[config.mk]
export PLATFORM = sky130hd
export DESIGN_NAME = cmp_deadline_timer
export DESIGN_NICKNAME = d
export VERILOG_FILES = /design/src/rtl/tmr_pkg.sv /design/src/rtl/tmr_counter.sv /design/src/rtl/tmr_deadline.sv /design/src/rtl/tmr_ctrl.sv /design/src/rtl/cmp_deadline_timer.sv
export SDC_FILE = /design/constraint.sdc
export NUM_CORES = 1
export LEC_CHECK = 0
export BUFFER_PORTS_ARGS = -buffer_cell sky130_fd_sc_hd__buf_2
export CAP_MARGIN = 20
export CORE_UTILIZATION = 50
export CTS_CLUSTER_DIAMETER = 40
export DETAILED_ROUTE_END_ITERATION = 12
export MAX_ROUTING_LAYER = met4
export PLACE_DENSITY = 0.69
export SKIP_LAST_GASP = 1
export SLEW_MARGIN = 20
export SYNTH_ARGS = -nofsm -noshare
export SYNTH_HDL_FRONTEND = slang
export SYNTH_HIERARCHICAL = 1
export SYNTH_SLANG_ARGS = --single-unit
export TNS_END_PERCENT = 1
[constraint.sdc]
create_clock -name clk -period 8.2 [get_ports clk]
set_input_delay 0.82 -clock clk [delete_from_list [all_inputs] [get_ports clk]]
set_output_delay 0.82 -clock clk [all_outputs]
set_load 0.03 [all_outputs]
[src/rtl/tmr_pkg.sv]
package tmr_pkg;
  localparam int REG_DW = 64;
  localparam int REL_W  = 32;

  typedef enum logic [1:0] {
    SEL_COUNT    = 2'd0,
    SEL_DEADLINE = 2'd1,
    SEL_RELATIVE = 2'd2,
    SEL_CONTROL  = 2'd3
  } reg_sel_e;

  localparam int CTL_EN_BIT   = 0;
  localparam int CTL_MASK_BIT = 1;
  localparam int CTL_STAT_BIT = 2;
endpackage

[src/rtl/tmr_counter.sv]
module tmr_counter #(
  parameter int CNT_W = 64
) (
  input  logic             clk,
  input  logic             rst_n,
  input  logic             tick_en,
  input  logic             load_en,
  input  logic [CNT_W-1:0] load_val,
  output logic [CNT_W-1:0] cnt_q
);
  logic [CNT_W-1:0] cnt_d;
  logic             cnt_ce;

  always_comb begin
    cnt_ce = load_en | tick_en;
    if (load_en) cnt_d = load_val;
    else         cnt_d = cnt_q + CNT_W'(1);
  end

  always_ff @(posedge clk or negedge rst_n) begin
    if (!rst_n)      cnt_q <= '0;
    else if (cnt_ce) cnt_q <= cnt_d;
  end

  assert_tick_step_R2: assert property (@(posedge clk) disable iff (!rst_n)
    ($past(tick_en) && !$past(load_en)) |-> (cnt_q == CNT_W'($past(cnt_q) + CNT_W'(1))));

  assert_load_wins_R2: assert property (@(posedge clk) disable iff (!rst_n)
    $past(load_en) |-> (cnt_q == $past(load_val)));
endmodule

[src/rtl/tmr_deadline.sv]
module tmr_deadline
  import tmr_pkg::*;
#(
  parameter int CNT_W = 64
) (
  input  logic              clk,
  input  logic              rst_n,
  input  logic [CNT_W-1:0]  cnt_i,
  input  logic              abs_we,
  input  logic              rel_we,
  input  logic [REG_DW-1:0] wdata,
  output logic [CNT_W-1:0]  cmp_q,
  output logic [REL_W-1:0]  rel_o,
  output logic              cond_o
);
  logic [CNT_W-1:0] cmp_d;
  logic [CNT_W-1:0] rel_ext;
  logic [CNT_W-1:0] diff;
  logic             cmp_ce;

  always_comb begin
    rel_ext = CNT_W'($signed(wdata[REL_W-1:0]));
    cmp_ce  = abs_we | rel_we;
    if (abs_we) cmp_d = wdata[CNT_W-1:0];
    else        cmp_d = cnt_i + rel_ext;
    diff    = cmp_q - cnt_i;
    rel_o   = diff[REL_W-1:0];
    cond_o  = (cnt_i >= cmp_q);
  end

  always_ff @(posedge clk or negedge rst_n) begin
    if (!rst_n)      cmp_q <= '0;
    else if (cmp_ce) cmp_q <= cmp_d;
  end

  assert_rel_write_R7: assert property (@(posedge clk) disable iff (!rst_n)
    ($past(rel_we) && !$past(abs_we)) |->
      (cmp_q == CNT_W'($past(cnt_i) + CNT_W'($signed($past(wdata[REL_W-1:0]))))));

  assert_abs_full_R8: assert property (@(posedge clk) disable iff (!rst_n)
    $past(abs_we) |-> (cmp_q == $past(wdata[CNT_W-1:0])));
endmodule

[src/rtl/tmr_ctrl.sv]
module tmr_ctrl
  import tmr_pkg::*;
(
  input  logic              clk,
  input  logic              rst_n,
  input  logic              ctl_we,
  input  logic [REG_DW-1:0] wdata,
  input  logic              cond_i,
  output logic              en_q,
  output logic              mask_q,
  output logic              status_o,
  output logic              irq_o
);
  logic en_d, mask_d, irq_d;

  always_comb begin
    en_d     = ctl_we ? wdata[CTL_EN_BIT]   : en_q;
    mask_d   = ctl_we ? wdata[CTL_MASK_BIT] : mask_q;
    status_o = en_q & cond_i;
    irq_d    = status_o & ~mask_q;
  end

  always_ff @(posedge clk or negedge rst_n) begin
    if (!rst_n) begin
      en_q   <= 1'b0;
      mask_q <= 1'b1;
      irq_o  <= 1'b0;
    end else begin
      en_q   <= en_d;
      mask_q <= mask_d;
      irq_o  <= irq_d;
    end
  end

  assert_mask_quiet_R5: assert property (@(posedge clk) disable iff (!rst_n)
    $past(mask_q) |-> !irq_o);
endmodule

[src/rtl/cmp_deadline_timer.sv]
module cmp_deadline_timer
  import tmr_pkg::*;
#(
  parameter int CNT_W = 64
) (
  input  logic        clk,
  input  logic        rst_n,
  input  logic        tick_en,
  input  logic        reg_we,
  input  logic [1:0]  reg_addr,
  input  logic [63:0] reg_wdata,
  output logic [63:0] reg_rdata,
  output logic        irq
);
  reg_sel_e         sel;
  logic [CNT_W-1:0] cnt;
  logic [CNT_W-1:0] cmp;
  logic [REL_W-1:0] rel;
  logic             cond, en, mask, status;
  logic             we_cnt, we_abs, we_rel, we_ctl;

  always_comb begin
    sel    = reg_sel_e'(reg_addr);
    we_cnt = reg_we & (sel == SEL_COUNT);
    we_abs = reg_we & (sel == SEL_DEADLINE);
    we_rel = reg_we & (sel == SEL_RELATIVE);
    we_ctl = reg_we & (sel == SEL_CONTROL);
  end

  tmr_counter #(.CNT_W(CNT_W)) u_counter (
    .clk      (clk),
    .rst_n    (rst_n),
    .tick_en  (tick_en),
    .load_en  (we_cnt),
    .load_val (reg_wdata[CNT_W-1:0]),
    .cnt_q    (cnt)
  );

  tmr_deadline #(.CNT_W(CNT_W)) u_deadline (
    .clk    (clk),
    .rst_n  (rst_n),
    .cnt_i  (cnt),
    .abs_we (we_abs),
    .rel_we (we_rel),
    .wdata  (reg_wdata),
    .cmp_q  (cmp),
    .rel_o  (rel),
    .cond_o (cond)
  );

  tmr_ctrl u_ctrl (
    .clk      (clk),
    .rst_n    (rst_n),
    .ctl_we   (we_ctl),
    .wdata    (reg_wdata),
    .cond_i   (cond),
    .en_q     (en),
    .mask_q   (mask),
    .status_o (status),
    .irq_o    (irq)
  );

  always_comb begin
    reg_rdata = '0;
    unique case (sel)
      SEL_COUNT:    reg_rdata = REG_DW'(cnt);
      SEL_DEADLINE: reg_rdata = REG_DW'(cmp);
      SEL_RELATIVE: reg_rdata = REG_DW'($signed(rel));
      SEL_CONTROL: begin
        reg_rdata[CTL_EN_BIT]   = en;
        reg_rdata[CTL_MASK_BIT] = mask;
        reg_rdata[CTL_STAT_BIT] = status;
      end
      default: reg_rdata = '0;
    endcase
  end

  assert_irq_from_status_R4: assert property (@(posedge clk) disable iff (!rst_n)
    irq |-> $past(status));
endmodule

==> run summary <==
=================================================================================
Largest family of logic cells by synthesized area .................. compound AO/OA/AOI/OAI gates
Synthesized-area fraction occupied by xor and xnor cells ...........        6.90%
Post-detailed-route via-to-cell ratio ..............................         6.31
Setup repair after global routing missed its margin ................        false
Outcome ............................................................ finished clean
H-tree levels ......................................................            4
Worst ir drop on vdd ...............................................     0.162 mV
Warnings from Yosys ................................................            6
Pleak ..............................................................      7.46 nW
M2 GR Usage ........................................................        48.1%
Delay-heaviest family, CP .......................................... compound AO/OA/AOI/OAI gates
Most used routing layer in global routing ..........................         met2
Data arrival time of the critical path .............................      4660 ps
Wire length of the first global-routing pass .......................      75.4 mm
Hold-fix buffer count after cts ....................................            0
Leading register cell type out of synthesis ........................      dfrtp_1
Setup Skew .........................................................      17.2 ps
Synthesized netlist net count ......................................        2,132
Crit-path max FO ...................................................           26
Buf+Inv Stages, Crit Path ..........................................            3
GR Util met3 .......................................................        4.07%
Slowest stage delay, CP ............................................       500 ps
Post-DP HPWL .......................................................      35.3 mm
Source of the worst register-to-register timing path ............... u_counter/cnt_q[1]$_DFFE_PN0P_
Number of routed nets with antenna violations ......................            0
CTS Sinks ..........................................................          131
Synth top area cells ............................................... dfrtp_1 (22%), ha_1 (13%), mux2i_1 (6.2%), a21oi_1 (4.9%), o21ai_0 (4.3%)
Syn avg cell area ..................................................     7.95 µm²
Crit share post-route ..............................................        66.8%
Via count of the first global-routing pass .........................       13,650
Number of DRC markers in iteration 0 ...............................        1,357
Cell area after synthesis ..........................................   15,100 µm²
Site row count .....................................................           63
CP Launch Point .................................................... u_counter/cnt_q[16]$_DFFE_PN0P_
Slowest cell on the critical path ..................................      dfrtp_1
Pin count of the biggest net entering global routing ...............           83
GPL Wtd Cong .......................................................        0.994
Endpoint kind of the worst setup timing path .......................   output pin
Worst setup slack after placement ..................................      3290 ps
Count of flip-flops with a built-in enable after synthesis .........            0
Crit path launch type ..............................................     register
Die ar. ............................................................   30,900 µm²
Antenna cell count .................................................            0
Number of top-level pins ...........................................          135
Number of cells upsized or downsized after cts .....................            0
Startpoint-to-endpoint class of the critical path .................. register to output pin
X dimension of the die .............................................       176 µm
DRC viols ..........................................................            0
Routed len/inst ....................................................      20.4 µm
Total iterations of the first detailed-routing run .................            5
Distinct cell type count of the synthesized netlist ................           98
Buffer depth of the longest clock path .............................            2
DIE HEIGHT .........................................................       176 µm
Async SR Flop Fraction .............................................         100%
Post-synthesis instance total ......................................        1,901
Flip-flop and latch count after synthesis ..........................          131
Critical Path, Cell by Cell ........................................ inv_1 -> ha_1 -> a21o_1 -> a21o_1 -> a2111oi_0 -> o31ai_1 -> or4_1 -> a21oi_1 -> o31a_2 -> o21ai_1 -> a21oi_1 -> xnor2_1 -> nand3b_1 -> buf_4 -> o21ai_0 -> buf_2
Final core utilization .............................................        55.2%
Sequential element share of the synthesized area ...................        21.7%
Multiplexer share of the synthesized area ..........................        6.97%
Detailed-route via count ...........................................       14,892
Aggregate global routing overflow ..................................            0
Top cell type's share of synthesized area ..........................        21.5%
Worst hold path type ............................................... input port to asynchronous set/reset pin
Simple-gate share of the synthesized area ..........................        18.3%
Maximum clock rate .................................................      182 MHz
Pwr per Cell Area ..................................................   277 nW/µm²
Worst setup margin .................................................      2720 ps
Synth Area in Adders ...............................................        13.4%
Routed WL ..........................................................      48.0 mm
Clock-pin slew on the worst setup and hold paths ...................        60 ps
Slew Limit Fails ...................................................            0
Least-Margin Pin Slew ..............................................      1060 ps
CTS tree ...........................................................          yes
Post-synthesis compound-gate area fraction .........................        25.4%
Clock period minus final worst setup slack .........................      5480 ps
Growth of design area from synthesis to finish .....................        8.48%
Number of antenna violations at the first check in global routing ..            0
Filler cells .......................................................        2,837
Inserted Clock Buffers .............................................           17
Data required time of the critical path ............................      7380 ps
Final hold vios ....................................................            0
Depth of the worst register-to-register path .......................            6
Number of endpoints failing setup at the final stage ...............            0
Clock tree root buffer cell ........................................    clkbuf_16
R2R setup slack ....................................................      4310 ps
Worst R2R End ...................................................... u_counter/cnt_q[56]$_DFFE_PN0P_
Port buffer count ..................................................          134
Placeable core region ..............................................   29,700 µm²
Source-to-sink clock delay at the later pin of the worst-skew pair .       450 ps
Number of setup buffers added after CTS ............................            0
MaxCap Viol Count ..................................................            0
Worst slew margin relative to its limit ............................        29.0%
Effective utilization at floorplan .................................        50.9%
Routing usage on met1 ..............................................        44.2%
Fin Setup TNS ......................................................         0 ps
Global-route usage over all layers .................................        32.0%
Top cell type by total area after synthesis ........................      dfrtp_1
# nets final .......................................................        2,188
Layout cells sized above 1 .........................................        11.8%
=================================================================================
per-stage QoR:
step	total power [mW]	instance area, µm²	hold slack (ps)	instances
floorplan	3.02	15100	497	1901
global placement	3.66	15800	533	2328
detailed placement	3.70	15800	537	2328
CTS	4.51	16400	446	2360
global route	4.87	16400	479	2360
finish	4.55	16400	440	2360
cell usage in the layout (no fill, tap or decap), drive strengths merged, types with 6 or more instances in the layout:
| cell | count |
|---|---|
| o31ai | 27 |
| buf | 147 |
| nand4 | 59 |
| o211ai | 6 |
| nor4 | 8 |
| xnor2 | 61 |
| a21boi | 7 |
| a211oi | 16 |
| and2 | 12 |
| and3 | 23 |
| ha | 159 |
| o2bb2ai | 29 |
| and4 | 11 |
| nor2 | 97 |
| mux2i | 94 |
| dfrtp | 130 |
| or3 | 13 |
| o21a | 13 |
| a21oi | 149 |
| o31a | 6 |
| nor3 | 31 |
| o21ai | 185 |
| a21o | 67 |
| o21bai | 17 |
| nor2b | 19 |
| nand3 | 42 |
| clkinv | 7 |
| or4 | 21 |
| clkbuf | 19 |
| nand2b | 18 |
| inv | 136 |
| or2 | 8 |
| nand2 | 172 |
| a31oi | 39 |
| xor2 | 58 |
registers in the layout (all words and copies together) (netlist names):
| signal | count |
|---|---|
| u_counter/cnt_q | 64 |
| u_ctrl/en_q | 1 |
| u_ctrl/irq_o | 1 |
| u_ctrl/mask_q | 1 |
| u_deadline/cmp_q | 64 |
cells in the mapped netlist (13+ instances only):
library cell	n
nand4_1	56
nor3_1	30
o21a_1	13
nand3_1	39
o21ai_1	53
mux2i_1	94
xnor2_1	61
o2bb2ai_1	29
ha_1	159
nand2_1	171
a21o_1	66
o21bai_1	17
nand2b_1	17
nor2b_1	19
o31ai_1	26
a31oi_1	37
a211oi_1	15
clkbuf_1	68
xor2_1	58
dfrtp_1	130
o21ai_0	129
and3_1	22
inv_1	134
or4_1	20
a21oi_1	147
nor2_1	96
cell type report:
type	instances	area, µm²	area share [%]
clock inverters	13	160	0.977
repair buffers	147	777	4.74
multi-input cells	1525	10800	65.6
well taps	390	488	2.98
flip-flops and latches	131	3280	20.0
inverters	135	507	3.09
clock buffers	19	433	2.64
worst max-delay path by stage:
stage / slack, ps / cells after the start / to
floorplan: 3990 / 15 / reg_rdata[42]
detailed placement: 3290 / 16 / reg_rdata[41]
CTS: 2790 / 16 / reg_rdata[41]
global placement: 3330 / 16 / reg_rdata[45]
global route: 2490 / 16 / reg_rdata[51]
finish: 2720 / 16 / reg_rdata[48]
kinds of logic after synthesis:
family / after synthesis
xor+xnor: 119
compound gates: 602
mux: 101
flops: 131
fa+ha+maj: 161
simple gates: 542
buf+inv: 245
report_power, final:
group	internal (mW)	total [mW]	switching, mW
clock	0.477	0.796	0.319
combinational	1.07	2.71	1.64
sequential	0.806	1.04	0.238
total	2.35	4.55	2.19
layer usage:
| layer | up-vias | part of all wire (%) | wire length (µm) |
|---|---|---|---|
| li1 | 7028 | - | - |
| met1 | 7192 | 46 | 22300 |
| met2 | 595 | 45 | 21500 |
| met3 | 77 | 6.4 | 3060 |
| met4 | 0 | 2.5 | 1180 |
| met5 | - | 0 | 0 |
Power figures use the tool's default switching activity.
